[src/rtl/tap_pad_pkg.sv]
package tap_pad_pkg;
  localparam int STATE_W = 4;
  localparam int NUM_SHARED = 3;

  typedef enum logic [STATE_W-1:0] {
    ST_RESET   = 4'd0,
    ST_IDLE    = 4'd1,
    ST_SEL_DR  = 4'd2,
    ST_CAP_DR  = 4'd3,
    ST_SH_DR   = 4'd4,
    ST_EX1_DR  = 4'd5,
    ST_PA_DR   = 4'd6,
    ST_EX2_DR  = 4'd7,
    ST_UPD_DR  = 4'd8,
    ST_SEL_IR  = 4'd9,
    ST_CAP_IR  = 4'd10,
    ST_SH_IR   = 4'd11,
    ST_EX1_IR  = 4'd12,
    ST_PA_IR   = 4'd13,
    ST_EX2_IR  = 4'd14,
    ST_UPD_IR  = 4'd15
  } tap_state_e;
endpackage

[src/rtl/tap_seq.sv]
module tap_seq
  import tap_pad_pkg::*;
(
  input  logic       tck,
  input  logic       rst_n,
  input  logic       tms,
  output tap_state_e state_q,
  output tap_state_e state_d
);
  always_comb begin
    state_d = state_q;
    unique case (state_q)
      ST_RESET:  state_d = tms ? ST_RESET  : ST_IDLE;
      ST_IDLE:   state_d = tms ? ST_SEL_DR : ST_IDLE;
      ST_SEL_DR: state_d = tms ? ST_SEL_IR : ST_CAP_DR;
      ST_CAP_DR: state_d = tms ? ST_EX1_DR : ST_SH_DR;
      ST_SH_DR:  state_d = tms ? ST_EX1_DR : ST_SH_DR;
      ST_EX1_DR: state_d = tms ? ST_UPD_DR : ST_PA_DR;
      ST_PA_DR:  state_d = tms ? ST_EX2_DR : ST_PA_DR;
      ST_EX2_DR: state_d = tms ? ST_UPD_DR : ST_SH_DR;
      ST_UPD_DR: state_d = tms ? ST_SEL_DR : ST_IDLE;
      ST_SEL_IR: state_d = tms ? ST_RESET  : ST_CAP_IR;
      ST_CAP_IR: state_d = tms ? ST_EX1_IR : ST_SH_IR;
      ST_SH_IR:  state_d = tms ? ST_EX1_IR : ST_SH_IR;
      ST_EX1_IR: state_d = tms ? ST_UPD_IR : ST_PA_IR;
      ST_PA_IR:  state_d = tms ? ST_EX2_IR : ST_PA_IR;
      ST_EX2_IR: state_d = tms ? ST_UPD_IR : ST_SH_IR;
      ST_UPD_IR: state_d = tms ? ST_SEL_DR : ST_IDLE;
      default:   state_d = ST_RESET;
    endcase
  end

  always_ff @(posedge tck or negedge rst_n) begin
    if (!rst_n) state_q <= ST_RESET;
    else        state_q <= state_d;
  end

  // leaving the reset state with TMS low always lands in Run-Test/Idle
  a_r2_leave_reset: assert property (@(posedge tck) disable iff (!rst_n)
    (state_q == ST_RESET && !tms) |=> (state_q == ST_IDLE));

  // TMS high in Select-IR always completes the return to reset
  a_r3_sel_ir_exit: assert property (@(posedge tck) disable iff (!rst_n)
    (state_q == ST_SEL_IR && tms) |=> (state_q == ST_RESET));
endmodule

[src/rtl/tap_pad_owner.sv]
module tap_pad_owner
  import tap_pad_pkg::*;
#(
  parameter int PADS = NUM_SHARED
) (
  input  logic            tck,
  input  logic            rst_n,
  input  logic            mode_dedicated,
  input  logic            leave_reset_d,
  output logic [PADS-1:0] sel
);
  logic test_owned_q;

  always_ff @(posedge tck or negedge rst_n) begin
    if (!rst_n) test_owned_q <= 1'b0;
    else        test_owned_q <= leave_reset_d;
  end

  for (genvar p = 0; p < PADS; p++) begin : g_pad
    assign sel[p] = mode_dedicated | test_owned_q;
  end
endmodule

[src/rtl/tap_tdo_stage.sv]
module tap_tdo_stage
  import tap_pad_pkg::*;
(
  input  logic       tck,
  input  logic       rst_n,
  input  tap_state_e state_q,
  input  logic       shift_data,
  output logic       tdo,
  output logic       tdo_oe
);
  logic in_shift;
  assign in_shift = (state_q == ST_SH_DR) || (state_q == ST_SH_IR);

  always_ff @(negedge tck or negedge rst_n) begin
    if (!rst_n) begin
      tdo    <= 1'b0;
      tdo_oe <= 1'b0;
    end else begin
      tdo    <= shift_data;
      tdo_oe <= in_shift;
    end
  end
endmodule

[src/rtl/tap_pad_ctrl.sv]
module tap_pad_ctrl
  import tap_pad_pkg::*;
(
  input  logic                  tck,
  input  logic                  por_n,
  input  logic                  tms,
  input  logic                  trst_n,
  input  logic                  mode_dedicated,
  input  logic                  reserve_trst,
  input  logic                  user_trst_oe,
  input  logic                  shift_data,
  output logic [NUM_SHARED-1:0] pad_jtag_sel,
  output logic                  tdo,
  output logic                  tdo_oe,
  output logic                  trst_is_reset,
  output logic                  trst_pad_oe,
  output logic [STATE_W-1:0]    tap_state
);
  logic       rst_n_eff;
  tap_state_e state_q;
  tap_state_e state_d;

  assign rst_n_eff     = por_n & ~(reserve_trst & ~trst_n);
  assign trst_is_reset = reserve_trst;
  assign trst_pad_oe   = reserve_trst ? 1'b0 : user_trst_oe;
  assign tap_state     = state_q;

  tap_seq u_seq (
    .tck     (tck),
    .rst_n   (rst_n_eff),
    .tms     (tms),
    .state_q (state_q),
    .state_d (state_d)
  );

  tap_pad_owner #(.PADS(NUM_SHARED)) u_owner (
    .tck            (tck),
    .rst_n          (rst_n_eff),
    .mode_dedicated (mode_dedicated),
    .leave_reset_d  (state_d != ST_RESET),
    .sel            (pad_jtag_sel)
  );

  tap_tdo_stage u_tdo (
    .tck        (tck),
    .rst_n      (rst_n_eff),
    .state_q    (state_q),
    .shift_data (shift_data),
    .tdo        (tdo),
    .tdo_oe     (tdo_oe)
  );

  // away from reset the shared pads always belong to the TAP
  a_r4_owned_off_reset: assert property (@(posedge tck) disable iff (!rst_n_eff)
    (state_q != ST_RESET) |-> (&pad_jtag_sel));

  // in shared mode the reset state hands the pads to user logic
  a_r4_user_in_reset: assert property (@(posedge tck) disable iff (!rst_n_eff)
    (!mode_dedicated && state_q == ST_RESET) |-> (pad_jtag_sel == '0));

  // dedicated mode never releases a pad
  a_r5_dedicated_owned: assert property (@(posedge tck) disable iff (!por_n)
    mode_dedicated |-> (&pad_jtag_sel));

  // an asserted reserved test reset pins the sequencer in reset
  a_r6_trst_holds: assert property (@(posedge tck) disable iff (!por_n)
    (reserve_trst && !trst_n) |-> (state_q == ST_RESET));

  // TDO is only enabled while the TDO pad is with the TAP
  a_r8_oe_needs_pad: assert property (@(posedge tck) disable iff (!rst_n_eff)
    tdo_oe |-> pad_jtag_sel[2]);
endmodule

[config.mk]
export PLATFORM = sky130hd
export DESIGN_NAME = tap_pad_ctrl
export DESIGN_NICKNAME = d
export VERILOG_FILES = /design/src/rtl/tap_pad_pkg.sv /design/src/rtl/tap_seq.sv /design/src/rtl/tap_pad_owner.sv /design/src/rtl/tap_tdo_stage.sv /design/src/rtl/tap_pad_ctrl.sv
export SDC_FILE = /design/constraint.sdc
export NUM_CORES = 1
export LEC_CHECK = 0
export BUFFER_PORTS_ARGS = -buffer_cell sky130_fd_sc_hd__buf_4
export CAP_MARGIN = 30
export CORE_AREA = 2 2 43 45
export DETAILED_ROUTE_END_ITERATION = 10
export DIE_AREA = 0 0 45 47
export PLACE_DENSITY_LB_ADDON = 0.2
export SYNTH_ARGS = -nofsm -noshare
export SYNTH_HDL_FRONTEND = slang
export SYNTH_SLANG_ARGS = --single-unit
[constraint.sdc]
create_clock -name tck -period 1.3 [get_ports tck]
set_input_delay 0.26 -clock tck [delete_from_list [all_inputs] [get_ports tck]]
set_output_delay 0.26 -clock tck [all_outputs]
set_load 0.03 [all_outputs]
==> qor.yml, run 1 <==
timing:
  setup-tns-final_ns: -0.902
  worst-slew-pin-transition_ns: 0.350
  skew_ns: 0.0113
  grt_setup_unrepaired: "yes"
  finalHoldViolations: 0
  holdWs_ns: 0.270
  finalMaxSlewViolations: 0
  setup_viol: 3
  relSlewSlack_pct: 76.6
  fin_ws_ns: -0.390
detailed_routing:
  wire_per_inst_microns: 11.8
  drt_pass1_iterations: 2
  drt_iter0_markers: 6
  vias: 476
  drt-total-wl_microns: 1160
  via_per_inst: 4.86
  drc: 0
  ant_nets: 0
critical_path:
  crit_path_end_kind: "primary output"
  crit_family: "flip-flops"
  cp_slowest_cell: "dfrtn_1"
  slowest_delay_ns: 0.40
  path_class: "register to primary output"
  worstPathMaxFanout: 1
  critical_path_arrival_ns: 1.43
  path_cells: "buf_6"
  cp-start-kind: "register"
  crit_buf_inv: 1
  cp.required_ns: 1.04
layout:
  syn2layout_area_growth_pct: 61.9
  num_antenna_cells: 0
  nFillCells: 159
  nets: 90
  final_util_pct: 47.0
  drive_above_1_share_pct: 56.8
clock_tree:
  clock_path_buffers: 2
  cts_buffers: 3
  clk_pin_slew_ns: 0.05
  clock-root-buffer: "clkbuf_4"
  clk_latency_ns: 0.26
  htreeDepth: 1
  cts_tree: "done"
  clkSinkCount: 7
global_routing:
  grt_overflow: 0
  antenna_found_initial: 0
  globalRouteTotalUtil_pct: 11.9
  grt_pass1_wl_microns: 1770
  grt_pass1_vias: 422
  grt_max_degree: 13
synth:
  async_reset_ff_share_pct: 100
  ys_top_cells_by_count: "5 x dfrtp_1, 4 x buf_4, 4 x nand2_1"
  synth_seq_area_share_pct: 36.6
  yosys_warnings: 0
  syn_nets: 61
  syn_inst: 53
  yosysMostFrequentCell: "dfrtp_1"
  avgSynthCellArea_sq_um: 9.04
  synth_top_area_share_pct: 26.1
  netlist_area_sq_um: 479
  yosys-top-cells-area: "dfrtp_1 26%, dfrtn_1 10%, buf_4 6.3%"
  synth_cell_types: 33
  ys.flop_type: "dfrtp_1"
  yosysTopAreaCell: "dfrtp_1"
  ys_ff_latch: 7
  synth_edf_count: 0
placement:
  io_buffers: 18
  place_hpwl_microns: 873
  place.gp.congestion: 0.744
  place_ws_ns: -0.129
run_status:
  outcome: "complete, but fails checks"
  violations: "negative setup slack"
power_and_ir_drop:
  power_mw: 1.87
  p_per_area_nw_per_um2: 2420
  ir_drop_mv: 0.848
  p_leak_nw: 0.366
floorplanning:
  die_area_sq_um: 2120
  rows: 15
  initial_core_util_pct: 29.0
  die_height_microns: 47
  die_w_microns: 45
  pin_count: 19
  core_sq_um: 1650
worst_hold_path:
  hold_class: "input port to async pin"
job:
  maxCapViolations: 0
==> routing by layer <==
metal / share of wire [%] / track usage [%]
met4: 1.6 / 10.6
met5: 0 / 0
met1: 47 / 15.0
met2: 46 / 18.3
met3: 5.3 / 1.15
==> worst min-delay path, stage by stage <==
cell	delay [ns]
buf_4	0.07
a21boi_1	0.32
buf_4	0.18
==> power by group <==
| part | leakage, nW | internal, mW | total [mW] | switching, mW |
|---|---|---|---|---|
| Sequential | 0.0808 | 0.319 | 0.435 | 0.117 |
| Clock | 0.0150 | 0.117 | 0.194 | 0.0775 |
| Combinational | 0.270 | 0.642 | 1.24 | 0.602 |
| Total | 0.366 | 1.08 | 1.87 | 0.797 |
==> sequential cells by signal, indices dropped and copies added (netlist names) <==
signal and cells:
u_owner.test_owned_q 1, u_tdo.tdo_oe 1, u_seq.state_q 4, u_tdo.tdo 1
==> kinds of logic (layout without fill, tap and decap cells) <==
logic type | count (synthesis) | after routing | synth area share, %
DFF | 7 | 7 | 36.6
buffers and inverters | 10 | 38 | 13.8
and+or+nand+nor | 22 | 22 | 28.7
AOI/OAI and AO/OA | 12 | 12 | 17.2
xor gates and xnor gates | 2 | 2 | 3.66
==> metrics by stage <==
stage               area (sq um)  cells
global route                 776     98
floorplan                    529     53
global placement             694     92
detailed placement           694     92
CTS                          761     98
finish                       776     98
==> path summary, 6_finish.rpt <==
check | from | end | slack [ns] | depth (start not counted)
min in group tck | tms | u_owner.test_owned_q$_DFF_PN0_ | 0.30 | 2
setup reg to reg | u_seq.state_q[3]$_DFF_PN0_ | u_tdo.tdo_oe$_DFF_NN0_ | -0.13 | 2
hold reg to reg | u_seq.state_q[1]$_DFF_PN0_ | u_seq.state_q[1]$_DFF_PN0_ | 0.70 | 2
hold / removal | por_n | u_seq.state_q[1]$_DFF_PN0_ | 0.27 | 3
setup / recovery | u_tdo.tdo_oe$_DFF_NN0_ | tdo_oe | -0.39 | 1
max in group asynchronous | trst_n | u_tdo.tdo$_DFF_NN0_ | 0.46 | 3
==> layout make-up <==
class                   count  area [sq um]  share of cell area (%)
well taps                  17          21.3                    2.74
multi-input cells          36           270                    34.8
repair buffers             32           270                    34.8
inverters                   2          7.51                   0.968
flip-flops and latches      7           180                    23.2
clock buffers               4          26.3                    3.39
==> cell usage in the layout, fill, tap and decap left out, types with 2 or more instances in the layout <==
| cell type | Yosys | routed |
|---|---|---|
| a21oi_1 | 2 | 2 |
| a31oi_1 | 2 | 2 |
| buf_4 | 4 | 24 |
| buf_6 | 1 | 8 |
| clkbuf_4 | 1 | 3 |
| dfrtn_1 | 2 | 2 |
| dfrtp_2 | 0 | 4 |
| inv_1 | 2 | 2 |
| nand2_1 | 4 | 3 |
| nand2b_4 | 0 | 2 |
| nand3_1 | 2 | 2 |
| nand3b_1 | 2 | 2 |
| or2b_1 | 2 | 2 |
==> timing repair <==
action                     4_1_cts  5_1_grt
setup endpoints to repair        7        7
setup buffers                    2        0
hold buffers                     0        0
gates resized for setup          6        4
Note: power is estimated with default switching activity, not from simulation.
==> inputs of run 2 (changes only) <==
--- a/config.mk
+++ b/config.mk
@@ -7,6 +7,8 @@
 export LEC_CHECK = 0
 export BUFFER_PORTS_ARGS = -buffer_cell sky130_fd_sc_hd__buf_4
 export CAP_MARGIN = 30
+export CELL_PAD_IN_SITES_DETAIL_PLACEMENT = 1
+export CELL_PAD_IN_SITES_GLOBAL_PLACEMENT = 1
 export CORE_AREA = 2 2 43 45
 export DETAILED_ROUTE_END_ITERATION = 10
 export DIE_AREA = 0 0 45 47
==> run 2 against run 1 <==
Net effect:
- the flow still finishes with violations (negative setup slack)
- via count rose by 1.5%
- die area unchanged
- sequential share of layout area decreased by 2.0 points
- global-route usage is 0.64 points higher
- clock power about the same
- count of clock-buffer cells in the layout fell by 1
- combinational power grew 23%
- flip-flop and latch count unchanged
- critical path depth is the same
- critical endpoint is now tdo
- largest cell class is now non-clock buffers
==> qor.yml, run 2 (synthesis gave the netlist of run 1 again) <==
detailed_routing:
  drt-total-wl_microns: 1420  # was 1160 microns
  via_per_inst: 4.88  # was 4.86
  drt_iter0_markers: 11  # was 6
  vias: 483  # was 476
  drt_pass1_iterations: 4  # was 2
  drc: 0  # unchanged
  ant_nets: 0  # unchanged
  wire_per_inst_microns: 14.3  # was 11.8 microns
clock_tree:
  clk_latency_ns: 0.26  # about the same
  clkSinkCount: 7  # unchanged
  clk_pin_slew_ns: 0.06  # was 0.05 ns
  cts_hold_buf: 0  # unchanged
  clock-root-buffer: "clkbuf_4"  # unchanged
  cts_tree: "done"  # unchanged
  cts_buffers: 3  # unchanged
  clock_path_buffers: 2  # unchanged
  htreeDepth: 1  # unchanged
floorplanning:
  die_w_microns: 45  # unchanged
  die_height_microns: 47  # unchanged
  initial_core_util_pct: 29.0  # unchanged
  die_area_sq_um: 2120  # unchanged
  core_sq_um: 1650  # unchanged
  rows: 15  # unchanged
  pin_count: 19  # unchanged
critical_path:
  cp-start-kind: "register"  # unchanged
  worstReg2RegStart: "u_seq.state_q[3]$_DFF_PN0_"  # unchanged
  crit_buf_inv: 1  # unchanged
  path_cells: "buf_6"  # unchanged
  crit_path_end_kind: "primary output"  # unchanged
  cp.required_ns: 1.04  # about the same
  path_class: "register to primary output"  # unchanged
  critPathLaunch: "u_tdo.tdo$_DFF_NN0_"  # was u_tdo.tdo_oe$_DFF_NN0_
  crit_family: "flip-flops"  # unchanged
  slowest_delay_ns: 0.40  # about the same
  worstPathMaxFanout: 1  # unchanged
  cp_slowest_cell: "dfrtn_1"  # unchanged
  critical_path_arrival_ns: 1.44  # was 1.43 ns
global_routing:
  grt_overflow: 0  # unchanged
  use_met2_pct: 20.3  # was 18.3%
  grt-busiest-layer: "met2"  # unchanged
  use_met1_pct: 15.9  # was 15.0%
  globalRouteTotalUtil_pct: 12.6  # was 11.9%
  grt_pass1_wl_microns: 1880  # was 1770 microns
  grt_pass1_vias: 416  # was 422
  grt_max_degree: 14  # was 13
  antenna_found_initial: 0  # unchanged
  use_met3_pct: 5.77  # was 1.15%
run_status:
  violations: "negative setup slack"  # unchanged
  outcome: "complete, but fails checks"  # unchanged
placement:
  dp_cells: 88  # was 92
  io_buffers: 18  # unchanged
  place_ws_ns: -0.133  # was -0.129 ns
  place_hpwl_microns: 859  # was 873 microns
  place.gp.congestion: 0.663  # was 0.744
layout:
  seq_area_sq_um: 180  # unchanged
  final_cell_mix: "20 x buf_4, 9 x buf_6, 4 x dfrtp_2"  # was 24 x buf_4, 8 x buf_6, 4 x dfrtp_2
  multiInputGateArea_sq_um: 283  # was 270 sq um
  finalNonFillerCells: 99  # was 98
  syn2layout_area_growth_pct: 77.5  # was 61.9%
  final_common_cell: "buf_4"  # unchanged
  num_antenna_cells: 0  # unchanged
  nets: 91  # was 90
  nFillCells: 199  # was 159
  largest_reg_flops: 4  # unchanged
  drive_above_1_share_pct: 61.0  # was 56.8%
  regMostFlops: "u_seq.state_q"  # unchanged
timing:
  setup_viol: 3  # unchanged
  grt_setup_unrepaired: "yes"  # unchanged
  finalHoldViolations: 0  # unchanged
  relSlewSlack_pct: 82.2  # was 76.6%
  fin_ws_ns: -0.399  # was -0.390 ns
  worst-slew-pin-transition_ns: 0.265  # was 0.350 ns
  skew_ns: 0.00995  # was 0.0113 ns
  finalMaxSlewViolations: 0  # unchanged
power_and_ir_drop:
  power_mw: 2.16  # was 1.87 mW
  p_per_area_nw_per_um2: 2530  # was 2420 nW/um^2
  ir_drop_mv: 1.32  # was 0.848 mV
  p_leak_nw: 0.396  # was 0.366 nW
job:
  maxCapViolations: 0  # unchanged
worst_hold_path:
  hold_class: "input port to async pin"  # unchanged
-- run 2: power breakdown --
part / switching [mW] / internal (mW) / total, mW / leakage (nW)
sequential: 0.113 / 0.319 / 0.431 / 0.0808
clock: 0.0839 / 0.112 / 0.196 / 0.0177
combinational: 0.694 / 0.834 / 1.53 / 0.297
-- run 2: cell type report --
type | instances | share of cell area, %
sequential | 7 | 21.2
clock buffer | 3 | 2.65
multi-input combinational | 36 | 33.2
timing repair buffer | 33 | 39.0
inverter | 2 | 0.882
clock inverter | 1 | 0.588
tap | 17 | 2.50
-- run 2: final timing paths --
kind | to | slack [ns] | cells after the start
setup / recovery | tdo | -0.40 | 1
setup reg to reg | u_tdo.tdo_oe$_DFF_NN0_ | -0.13 | 2
hold reg to reg | u_seq.state_q[1]$_DFF_PN0_ | 0.70 | 2
hold / removal | u_seq.state_q[2]$_DFF_PN0_ | 0.04 | 3
max in group asynchronous | u_tdo.tdo_oe$_DFF_NN0_ | 0.54 | 4
min in group tck | u_owner.test_owned_q$_DFF_PN0_ | 0.28 | 2
-- run 2: timing repair --
action                                  in CTS  in global routing
setup buffers                                2                  4
pin swaps                                    0                  3
endpoints found under the setup margin       8                 10
gates resized for setup                      9                  9
cloned                                       0                  2
-- run 2: stage by stage --
stage	area [sq um]	util, %	hold slack (ns)	TNS [ns]
2_1_floorplan	529	-	0.227	-0.555
3_3_place_gp	664	40.2	0.316	-0.360
5_1_grt	851	51.5	0.0792	-1.14
6_report	851	51.5	0.0446	-0.928
3_5_place_dp	664	40.2	0.320	-0.391
4_1_cts	743	45.0	0.0337	-0.975
-- run 2: layer usage --
| metal | vias to the layer above | share of wire [%] |
|---|---|---|
| met4 | 0 | 0 |
| met3 | 0 | 4.9 |
| met5 | - | 0 |
| li1 | 239 | - |
| met1 | 234 | 43 |
| met2 | 10 | 52 |
==> inputs of run 3 (changes only) <==
--- a/config.mk
+++ b/config.mk
@@ -12,7 +12,7 @@
 export CORE_AREA = 2 2 43 45
 export DETAILED_ROUTE_END_ITERATION = 10
 export DIE_AREA = 0 0 45 47
-export PLACE_DENSITY_LB_ADDON = 0.2
+export PLACE_DENSITY_LB_ADDON = 0.1
 export SYNTH_ARGS = -nofsm -noshare
 export SYNTH_HDL_FRONTEND = slang
 export SYNTH_SLANG_ARGS = --single-unit
==> run 3 against run 2 <==
Net effect:
- first-iteration DRC count decreased by 73%
- global-route usage rose by 0.44 points
- largest cell class unchanged
- count of clock-buffer cells in the layout up 1
- critical path depth stayed put
- combinational power decreased by 11%
- via count is 0.62% lower
- routed wire length decreased by 8.6%
- clock skew increased by 0.0028 ns
- sequential power increased by 1%
- the run still ends with negative setup slack left
- sequential share of layout area rose by 1.3 points
- critical endpoint is now tdo_oe
- die area is the same
==> qor.yml, run 3 (synthesis gave the netlist of run 1 again) <==
run_status:
  outcome: "complete, but fails checks"  # unchanged
  violations: "negative setup slack"  # unchanged
placement:
  place.gp.congestion: 0.715  # was 0.663
  place_hpwl_microns: 952  # was 859 microns
  place_ws_ns: -0.130  # was -0.133 ns
  io_buffers: 18  # unchanged
  dp_cells: 89  # was 88
power_and_ir_drop:
  seqPwrFrac_pct: 22.0  # was 20.0%
  intPower_mw: 1.15  # was 1.27 mW
  p_leak_nw: 0.375  # was 0.396 nW
  power_mw: 1.98  # was 2.16 mW
  pwr-share-comb_pct: 68.6  # was 70.9%
  sw_frac_of_total_pct: 41.8  # was 41.3%
  ir_drop_mv: 1.01  # was 1.32 mV
  clkPwrFrac_pct: 9.4  # was 9.1%
  p_per_area_nw_per_um2: 2480  # was 2530 nW/um^2
  switchingPower_mw: 0.829  # was 0.890 mW
timing:
  worst-slew-pin-transition_ns: 0.368  # was 0.265 ns
  relSlewSlack_pct: 75.4  # was 82.2%
  fin_ws_ns: -0.387  # was -0.399 ns
  finalMaxSlewViolations: 0  # unchanged
  skew_ns: 0.0127  # was 0.00995 ns
  setup_viol: 3  # unchanged
  finalHoldViolations: 0  # unchanged
  grt_setup_unrepaired: "yes"  # unchanged
detailed_routing:
  drc: 0  # unchanged
  drt_iter0_markers: 3  # was 11
  vias: 480  # was 483
  routed.top_layer: "met4"  # was met3
  drt-total-wl_microns: 1300  # was 1420 microns
  dr_wl_met3_microns: 123  # was 69 microns
  met2_length_microns: 604  # was 732 microns
  drt-met1-wl_microns: 563  # was 616 microns
  drt_pass1_iterations: 3  # was 4
  wire_per_inst_microns: 13.2  # was 14.3 microns
  ant_nets: 0  # unchanged
  via_per_inst: 4.90  # was 4.88
clock_tree:
  cts_tree: "done"  # unchanged
  clk_pin_slew_ns: 0.05  # was 0.06 ns
  clkSinkCount: 7  # unchanged
  clk_latency_ns: 0.25  # was 0.26 ns
  cts_hold_buf: 0  # unchanged
  htreeDepth: 1  # unchanged
  clock-root-buffer: "clkbuf_4"  # unchanged
  cts_buffers: 3  # unchanged
  clock_path_buffers: 2  # unchanged
layout:
  final_common_cell: "buf_4"  # unchanged
  num_antenna_cells: 0  # unchanged
  largest_reg_flops: 4  # unchanged
  nets: 90  # was 91
  finalNonFillerCells: 98  # was 99
  syn2layout_area_growth_pct: 67.1  # was 77.5%
  drive_above_1_share_pct: 58.0  # was 61.0%
  nFillCells: 194  # was 199
  regMostFlops: "u_seq.state_q"  # unchanged
  final_cell_mix: "22 x buf_4, 8 x buf_6, 4 x dfrtp_2"  # was 20 x buf_4, 9 x buf_6, 4 x dfrtp_2
critical_path:
  crit_family: "flip-flops"  # unchanged
  cp-start-kind: "register"  # unchanged
  crit_buf_inv: 1  # unchanged
  cp_slowest_cell: "dfrtn_1"  # unchanged
  slowest_delay_ns: 0.40  # about the same
  worstPathMaxFanout: 1  # unchanged
  crit_path_end_kind: "primary output"  # unchanged
  cp.required_ns: 1.04  # about the same
  path_class: "register to primary output"  # unchanged
  path_cells: "buf_6"  # unchanged
  worstReg2RegStart: "u_seq.state_q[3]$_DFF_PN0_"  # unchanged
  critical_path_arrival_ns: 1.43  # was 1.44 ns
  critPathLaunch: "u_tdo.tdo_oe$_DFF_NN0_"  # was u_tdo.tdo$_DFF_NN0_
global_routing:
  grt_max_degree: 14  # unchanged
  grt_pass1_vias: 417  # was 416
  globalRouteTotalUtil_pct: 13.0  # was 12.6%
  antenna_found_initial: 0  # unchanged
  grt_pass1_wl_microns: 1900  # was 1880 microns
  grt_overflow: 0  # unchanged
floorplanning:
  rows: 15  # unchanged
  die_area_sq_um: 2120  # unchanged
  die_w_microns: 45  # unchanged
  core_sq_um: 1650  # unchanged
  pin_count: 19  # unchanged
  die_height_microns: 47  # unchanged
  initial_core_util_pct: 29.0  # unchanged
worst_hold_path:
  hp-start: "tms"
  hold_class: "input port to register"  # was input port to async pin
job:
  maxCapViolations: 0  # unchanged
## run 3: changes by cell type in the layout (fill, tap and decap cells not counted)
cell / delta
clkbuf_1: +1
buf_12: +1
buf_8: -1
buf_4: +2
xor2_1: +1
buf_6: -1
xor2_2: -1
clkbuf_16: -2
clkinv_2: -1
## run 3: layout make-up
cell class / count / area [sq um] / area share, %
repair buffers: 32 / 290 / 36.2
clock buffers: 4 / 26.3 / 3.28
multi-input cells: 36 / 275 / 34.4
inverters: 2 / 7.51 / 0.938
flip-flops and latches: 7 / 180 / 22.5
well taps: 17 / 21.3 / 2.66
## run 3: repair_timing
action                     4_1_cts  5_1_grt
pin swaps                        0        1
resized for setup                6        7
setup endpoints to repair        7        9
setup buffers                    1        4
## run 3: routing by layer
metal / track usage [%] / up-vias
li1: - / 239
met1: 15.1 / 221
met2: 20.3 / 18
met3: 6.92 / 2
met4: 5.29 / 0
met5: 0 / -
## run 3: power groups by stage
stage	logic (mW)	registers, mW	clock network (mW)
2_1_floorplan	0.685	0.530	0
5_1_grt	1.45	0.449	0.227
3_3_place_gp	1.09	0.419	0
6_report	1.36	0.436	0.187
3_5_place_dp	1.09	0.418	0
4_1_cts	1.16	0.433	0.200
## run 3: worst paths after layout
kind | endpoint | slack, ns | cells past startpoint
min in group asynchronous | u_seq.state_q[1]$_DFF_PN0_ | 0.29 | 3
setup / recovery | tdo_oe | -0.39 | 1
setup reg to reg | u_tdo.tdo_oe$_DFF_NN0_ | -0.12 | 2
hold / removal | u_owner.test_owned_q$_DFF_PN0_ | 0.28 | 2
max in group asynchronous | u_tdo.tdo_oe$_DFF_NN0_ | 0.45 | 3
hold reg to reg | u_seq.state_q[2]$_DFF_PN0_ | 0.69 | 3
## run 3: metrics by stage
stage	instance area [sq um]	hold WS (ns)	TNS [ns]	util, %
after global placement	672	0.535	-0.366	40.7
after CTS	731	0.269	-0.920	44.2
after detailed placement	672	0.530	-0.383	40.7
final	801	0.278	-0.892	48.5
after floorplan	529	0.227	-0.555	-
after global routing	801	0.267	-0.978	48.5
